**config.mk**
```make
export PLATFORM = sky130hd
export DESIGN_NAME = tdma_arbiter
export DESIGN_NICKNAME = d
export VERILOG_FILES = /design/src/rtl/tdma_arb_pkg.sv /design/src/rtl/tdma_arb_ctrl.sv /design/src/rtl/tdma_arb_data.sv /design/src/rtl/tdma_arbiter.sv
export SDC_FILE = /design/constraint.sdc
export NUM_CORES = 1
export LEC_CHECK = 0
export CAP_MARGIN = 10
export CELL_PAD_IN_SITES_DETAIL_PLACEMENT = 0
export CELL_PAD_IN_SITES_GLOBAL_PLACEMENT = 1
export CORE_MARGIN = 2
export CORE_UTILIZATION = 35
export CTS_CLUSTER_DIAMETER = 40
export DETAILED_ROUTE_END_ITERATION = 6
export HOLD_SLACK_MARGIN = 0.08
export PLACE_DENSITY_LB_ADDON = 0.3
export SYNTH_ARGS = -nofsm -noshare
export SYNTH_HDL_FRONTEND = slang
export SYNTH_HIERARCHICAL = 1
export SYNTH_SLANG_ARGS = --single-unit
```
**constraint.sdc**
```tcl
create_clock -name clk -period 3.8 [get_ports clk]
set_input_delay 0.76 -clock clk [delete_from_list [all_inputs] [get_ports clk]]
set_output_delay 0.76 -clock clk [all_outputs]
set_load 0.01 [all_outputs]
```
**src/rtl/tdma_arb_pkg.sv**
```systemverilog
package tdma_arb_pkg;

  // Strobes from the frame control to the arbitration datapath
  typedef struct packed {
    logic frameEnd;   // last cycle of the current frame
    logic restart;    // external phase resync
  } tdmaStrobe_t;

endpackage

```
**src/rtl/tdma_arb_ctrl.sv**
```systemverilog
module tdma_arb_ctrl
  import tdma_arb_pkg::*;
#(
  parameter int CNT_W = 8
) (
  input  logic             clk,
  input  logic             rstN,
  input  logic             resync,
  input  logic [CNT_W-1:0] frameLen,
  output tdmaStrobe_t      strobe,
  output logic [CNT_W-1:0] slotCycle,
  output logic             frameStart
);

  logic [CNT_W:0] nextPos;
  logic           atEnd;

  always_comb begin
    nextPos = {1'b0, slotCycle} + (CNT_W+1)'(1);
    atEnd   = nextPos >= {1'b0, frameLen};
    strobe.frameEnd = atEnd;
    strobe.restart  = resync;
    frameStart      = (slotCycle == '0);
  end

  always_ff @(posedge clk) begin
    if (!rstN) begin
      slotCycle <= '0;
    end else if (resync || atEnd) begin
      slotCycle <= '0;
    end else begin
      slotCycle <= nextPos[CNT_W-1:0];
    end
  end

endmodule

```
**src/rtl/tdma_arb_data.sv**
```systemverilog
module tdma_arb_data
  import tdma_arb_pkg::*;
#(
  parameter int NUM_AGENTS   = 4,
  parameter int NUM_SLOTS    = 4,
  parameter int NUM_PAGES    = 2,
  parameter int CNT_W        = 8,
  parameter int DEF_SLOT_LEN = 4,
  parameter int AGT_W        = 2,
  parameter int PAGE_W       = 1,
  parameter int ADDR_W       = 4
) (
  input  logic                  clk,
  input  logic                  rstN,
  input  logic [NUM_AGENTS-1:0] req,
  input  logic                  cfgWe,
  input  logic [PAGE_W-1:0]     cfgPage,
  input  logic [ADDR_W-1:0]     cfgAddr,
  input  logic [CNT_W-1:0]      cfgData,
  input  logic                  pageWe,
  input  logic [PAGE_W-1:0]     pageSel,
  input  tdmaStrobe_t           strobe,
  input  logic [CNT_W-1:0]      slotCycle,
  output logic [CNT_W-1:0]      frameLen,
  output logic [NUM_AGENTS-1:0] gnt,
  output logic [PAGE_W-1:0]     activePage
);

  localparam int SLOT_W = (NUM_SLOTS > 1) ? $clog2(NUM_SLOTS) : 1;

  // Paged configuration store
  logic [CNT_W-1:0] frameLenR [NUM_PAGES];
  logic             policyR   [NUM_PAGES];
  logic [CNT_W-1:0] slotEndR  [NUM_PAGES][NUM_SLOTS];
  logic [AGT_W-1:0] slotOwnR  [NUM_PAGES][NUM_SLOTS];
  logic             slotOpenR [NUM_PAGES][NUM_SLOTS];

  logic [PAGE_W-1:0]     curPage, pendPage;
  logic [NUM_AGENTS-1:0] gntR;
  logic [AGT_W-1:0]      rrPtr;

  // Arbitration intermediates
  logic              slotHit;
  logic [SLOT_W-1:0] slotIdx;
  logic [AGT_W-1:0]  ownerId;
  logic              ownerClaims;
  logic              prioValid, rrValid;
  logic [AGT_W-1:0]  prioIdx, rrIdx, cand;
  logic              winValid;
  logic [AGT_W-1:0]  winIdx;
  logic              holderBusy;
  logic              pageSwap;

  always_comb begin
    frameLen = frameLenR[curPage];
    pageSwap = strobe.frameEnd | strobe.restart;

    // Slot lookup: lowest slot whose end lies beyond the count
    slotHit = 1'b0;
    slotIdx = '0;
    for (int s = NUM_SLOTS-1; s >= 0; s--) begin
      if (slotCycle < slotEndR[curPage][s]) begin
        slotHit = 1'b1;
        slotIdx = SLOT_W'(s);
      end
    end
    ownerId     = slotOwnR[curPage][slotIdx];
    ownerClaims = slotHit && !slotOpenR[curPage][slotIdx] && req[ownerId];

    // Fixed priority: lowest index
    prioValid = 1'b0;
    prioIdx   = '0;
    for (int i = NUM_AGENTS-1; i >= 0; i--) begin
      if (req[i]) begin
        prioValid = 1'b1;
        prioIdx   = AGT_W'(i);
      end
    end

    // Round-robin: first requester after the last granted agent
    rrValid = 1'b0;
    rrIdx   = '0;
    cand    = '0;
    for (int k = NUM_AGENTS; k >= 1; k--) begin
      cand = AGT_W'((int'(rrPtr) + k) % NUM_AGENTS);
      if (req[cand]) begin
        rrValid = 1'b1;
        rrIdx   = cand;
      end
    end

    if (ownerClaims) begin
      winValid = 1'b1;
      winIdx   = ownerId;
    end else if (policyR[curPage]) begin
      winValid = rrValid;
      winIdx   = rrIdx;
    end else begin
      winValid = prioValid;
      winIdx   = prioIdx;
    end

    holderBusy = |(gntR & req);
  end

  // Configuration writes
  always_ff @(posedge clk) begin
    if (!rstN) begin
      for (int p = 0; p < NUM_PAGES; p++) begin
        frameLenR[p] <= CNT_W'(NUM_SLOTS * DEF_SLOT_LEN);
        policyR[p]   <= 1'b0;
        for (int s = 0; s < NUM_SLOTS; s++) begin
          slotEndR[p][s]  <= CNT_W'((s + 1) * DEF_SLOT_LEN);
          slotOwnR[p][s]  <= AGT_W'(s % NUM_AGENTS);
          slotOpenR[p][s] <= 1'b0;
        end
      end
    end else if (cfgWe) begin
      if (cfgAddr == ADDR_W'(0)) frameLenR[cfgPage] <= cfgData;
      if (cfgAddr == ADDR_W'(1)) policyR[cfgPage]   <= cfgData[0];
      for (int s = 0; s < NUM_SLOTS; s++) begin
        if (cfgAddr == ADDR_W'(2 + 2*s)) slotEndR[cfgPage][s] <= cfgData;
        if (cfgAddr == ADDR_W'(3 + 2*s)) begin
          slotOwnR[cfgPage][s]  <= cfgData[AGT_W-1:0];
          slotOpenR[cfgPage][s] <= cfgData[AGT_W];
        end
      end
    end
  end

  // Page pointer and grant register
  always_ff @(posedge clk) begin
    if (!rstN) begin
      curPage  <= '0;
      pendPage <= '0;
      gntR     <= '0;
      rrPtr    <= AGT_W'(NUM_AGENTS - 1);
    end else begin
      if (pageSwap) curPage  <= pendPage;
      if (pageWe)   pendPage <= pageSel;
      if (!holderBusy) begin
        gntR <= winValid ? (NUM_AGENTS'(1) << winIdx) : '0;
        if (winValid) rrPtr <= winIdx;
      end
    end
  end

  assign gnt        = gntR;
  assign activePage = curPage;

endmodule

```
**src/rtl/tdma_arbiter.sv**
```systemverilog
module tdma_arbiter
  import tdma_arb_pkg::*;
#(
  parameter int NUM_AGENTS   = 4,
  parameter int NUM_SLOTS    = 4,
  parameter int NUM_PAGES    = 2,
  parameter int CNT_W        = 8,
  parameter int DEF_SLOT_LEN = 4,
  localparam int AGT_W  = (NUM_AGENTS > 1) ? $clog2(NUM_AGENTS) : 1,
  localparam int PAGE_W = (NUM_PAGES > 1) ? $clog2(NUM_PAGES) : 1,
  localparam int ADDR_W = $clog2(2 + 2*NUM_SLOTS)
) (
  input  logic                  clk,
  input  logic                  rstN,
  input  logic [NUM_AGENTS-1:0] req,
  input  logic                  cfgWe,
  input  logic [PAGE_W-1:0]     cfgPage,
  input  logic [ADDR_W-1:0]     cfgAddr,
  input  logic [CNT_W-1:0]      cfgData,
  input  logic                  pageWe,
  input  logic [PAGE_W-1:0]     pageSel,
  input  logic                  resync,
  output logic [NUM_AGENTS-1:0] gnt,
  output logic [PAGE_W-1:0]     activePage,
  output logic                  frameStart
);

  tdmaStrobe_t      strobe;
  logic [CNT_W-1:0] slotCycle;
  logic [CNT_W-1:0] frameLen;

  tdma_arb_ctrl #(.CNT_W(CNT_W)) u_ctrl (
    .clk        (clk),
    .rstN       (rstN),
    .resync     (resync),
    .frameLen   (frameLen),
    .strobe     (strobe),
    .slotCycle  (slotCycle),
    .frameStart (frameStart)
  );

  tdma_arb_data #(
    .NUM_AGENTS   (NUM_AGENTS),
    .NUM_SLOTS    (NUM_SLOTS),
    .NUM_PAGES    (NUM_PAGES),
    .CNT_W        (CNT_W),
    .DEF_SLOT_LEN (DEF_SLOT_LEN),
    .AGT_W        (AGT_W),
    .PAGE_W       (PAGE_W),
    .ADDR_W       (ADDR_W)
  ) u_data (
    .clk        (clk),
    .rstN       (rstN),
    .req        (req),
    .cfgWe      (cfgWe),
    .cfgPage    (cfgPage),
    .cfgAddr    (cfgAddr),
    .cfgData    (cfgData),
    .pageWe     (pageWe),
    .pageSel    (pageSel),
    .strobe     (strobe),
    .slotCycle  (slotCycle),
    .frameLen   (frameLen),
    .gnt        (gnt),
    .activePage (activePage)
  );

endmodule

```
==> results.yml <==
route:
  drtIter0Drc: 241
  wire_per_inst_um: 18.02
  antenna_left: 0
  detailroute.via_count: 4343
  routed_via_density: 5.164
  wl_um: 15150
  drc: 0
  firstDrtPassIters: 4
cts:
  h-tree-depth: 4
  cts_hold_buf: 0
  clockRootBuffer: "clkbuf_16"
  cts_inserted_buffers: 17
  clk_pin_slew_ns: 0.05
  postCtsSetupRepairBufs: 0
  cts_tree: "yes"
  clk_latency_ns: 0.42
  clockBufferDepth: 2
  cts_resized: 0
  cts.sinks: 123
sta:
  grt_setup_unrepaired: "false"
  max_slew_margin_pct: 52.97
  fin_ws_ns: 0.3926
  period_share_pct: 89.67
  maxClockFrequency_mhz: 293.5
  setup_viol: 0
  fin_worst_skew_ns: 0.007768
  tns_ns: 0
  tightest_slew_ns: 0.6989
  finalHoldViolCount: 0
  fin_crit_ns: 3.407
  drv_slew: 0
placed_design:
  place_ws_ns: 0.4357
  dp_cells: 810
  hpwl_um: 11050
  io_buffers: 28
  place.gp.congestion: 0.7715
run:
  drv_cap: 0
critical_path:
  required_ns: 4.16
  rrSetupSlack_ns: 0.39
  critical_path_class: "reg -> reg"
  reg2regPathDepth: 12
  cp_max_fo: 50
  cp-end-kind: "flop"
  cp-start-kind: "flop"
  reg2reg_to: "u_data/gnt[2]$_SDFFE_PN0N_"
  arrival_ns: 3.77
logic_synthesis:
  seq_area_frac_synth_pct: 53.63
  yosys_most_used_dff: "edfxtp_1"
  synth_area_mm2: 0.006514
  yosysWarnings: 6
  syn_nets: 620
  synth_edf_count: 103
  syn_area_per_cell_um2: 11.65
  synthCells: 559
  ys_seq_elements: 123
  ys_types: 58
  async_reset_ff_share_pct: 0
status:
  run_status: "completed"
worst_hold_path:
  hp-class: "reg -> reg"
  worst_hold_path.num_cells: 2
  min_to: "u_data/slotOpenR[1][3]$_DFF_P_"
  hp-start: "u_data/slotOpenR[1][3]$_DFF_P_"
grt:
  antenna_found_initial: 0
  grt_max_degree: 51
  grt_pass1_vias: 4403
  grt_pass1_wl_um: 24090
  grt_overflow_total: 0
  track_usage_pct: 16.18
final_layout:
  final_cell_mix: "edfxtp_1, nand2_1, nor2_1"
  fin_cells: 841
  n_antenna_cell: 0
  final_nets: 661
  drive_above_1_share_pct: 13.24
  area.growth.synth_to_final_pct: 17.08
  final_common_cell: "edfxtp_1"
pwr:
  p_per_area_mw_per_mm2: 429.1
  ir_drop_uv: 325.4
  leakagePower_nw: 2.797
die:
  die_x_um: 140.4
  std_cell_rows: 49
  initial_core_util_pct: 36.02
  ioPinCount: 29
  dieHeight_um: 140.4
  core_area_mm2: 0.01809
  dieArea_mm2: 0.01972
==> Yosys cell counts, types with 2 or more instances <==
| library cell | count | area, µm² |
|---|---|---|
| o31ai_1 | 5 | 37.54 |
| nor4_2 | 2 | 25.02 |
| nor2_1 | 40 | 150.1 |
| xor2_1 | 2 | 17.52 |
| mux2_4 | 3 | 45.04 |
| or3_1 | 7 | 43.79 |
| and2_1 | 35 | 219.0 |
| nor2b_1 | 5 | 31.28 |
| a211oi_2 | 2 | 25.02 |
| a21o_1 | 3 | 22.52 |
| nand3_2 | 2 | 20.02 |
| a32o_1 | 2 | 20.02 |
| buf_4 | 2 | 15.01 |
| o21a_1 | 4 | 30.03 |
| o211ai_1 | 8 | 60.06 |
| mux2_2 | 14 | 157.7 |
| buf_1 | 2 | 7.510 |
| or2_1 | 2 | 12.51 |
| nor4_1 | 8 | 50.05 |
| nand2_1 | 40 | 150.1 |
| or4b_1 | 2 | 20.02 |
| ha_1 | 38 | 475.5 |
| edfxtp_1 | 103 | 3093 |
| a22oi_1 | 2 | 15.01 |
| nand2b_1 | 16 | 100.1 |
| dfxtp_1 | 20 | 400.4 |
| inv_1 | 23 | 86.33 |
| or2_2 | 6 | 37.54 |
| mux2i_1 | 39 | 390.4 |
| a21oi_1 | 20 | 100.1 |
| clkbuf_1 | 14 | 52.55 |
| xnor2_1 | 5 | 43.79 |
| nor3_2 | 6 | 60.06 |
| o21ai_0 | 19 | 95.09 |
| nand3_1 | 13 | 65.06 |
| o21ai_1 | 2 | 10.01 |
| nor3_1 | 14 | 70.07 |
| nand4_1 | 4 | 25.02 |
| a211oi_1 | 2 | 15.01 |
| and3_1 | 5 | 31.28 |
==> sequential cells by signal, summed over array words and instances (netlist names), named ones only <==
register           flops
u_data/slotEndR       64
u_data/frameLenR      16
u_data/slotOwnR       16
u_ctrl/slotCycle       8
u_data/slotOpenR       8
u_data/gnt             4
u_data/policyR         2
u_data/rrPtr           2
u_data/activePage      1
u_data/pendPage        1
==> critical path, cell delays in order, from the launching register on <==
cell and delay [ns]:
dfxtp_2 0.41, buf_12 0.33, mux2i_1 0.23, ha_1 0.28
a21oi_1 0.14, o21ai_0 0.20, nor3_2 0.33, nor3_2 0.12
o21a_1 0.22, or4b_1 0.47, a211oi_1 0.24, a211o_2 0.19
a32o_1 0.16
==> cell type report <==
class	count	area, µm²
multi-input cells	393	2843
well taps	229	286.5
flip-flops and latches	123	3495
clock inverters	10	77.57
fillers	1633	10460
inverters	23	86.33
repair buffers	42	397.9
clock buffers	21	440.4
==> power breakdown <==
part	switching, mW	total, mW	internal (mW)
logic	0.158	0.276	0.118
clock network	0.548	1.43	0.880
registers	0.0318	1.57	1.54
total	0.738	3.27	2.53
==> layer usage <==
layer / track usage, % / share of wire, % / routed length (µm)
met4: 7.124 / 2.6 / 399
met2: 25.72 / 48 / 7214
met1: 21.20 / 46 / 7012
met5: 0 / 0 / 0
met3: 3.726 / 3.5 / 526
==> logic make-up (layout without fill, tap and decap cells) <==
logic type / after synthesis / count (layout) / synth area share (%)
compound gates: 80 / 80 / 8.548
xor+xnor: 7 / 7 / 0.9412
fa+ha+maj: 38 / 38 / 7.299
buf+inv: 43 / 96 / 2.727
flops: 123 / 123 / 53.63
mux: 56 / 56 / 9.105
simple gates: 212 / 212 / 17.75
==> per-stage QoR <==
stage	util [%]	area, µm²	power [mW]	hold slack (ns)
4_1_cts	42.17	7626	3.295	0.4722
2_1_floorplan	-	6518	1.755	0.4381
3_5_place_dp	39.30	7108	1.871	0.4617
6_report	42.17	7626	3.272	0.4708
5_1_grt	42.17	7626	3.397	0.5158
3_3_place_gp	39.30	7108	1.864	0.4681
==> worst max-delay path by stage <==
stage / to / slack, ns
after floorplan: u_data/gnt[0]$_SDFFE_PN0N_ / 0.12
after global placement: u_data/gnt[2]$_SDFFE_PN0N_ / 0.49
after detailed placement: u_data/gnt[3]$_SDFFE_PN0N_ / 0.44
after CTS: u_data/gnt[2]$_SDFFE_PN0N_ / 0.41
after global routing: u_data/gnt[1]$_SDFFE_PN0N_ / 0.20
final: u_data/gnt[2]$_SDFFE_PN0N_ / 0.39
Note: power is estimated with default switching activity, not from simulation.
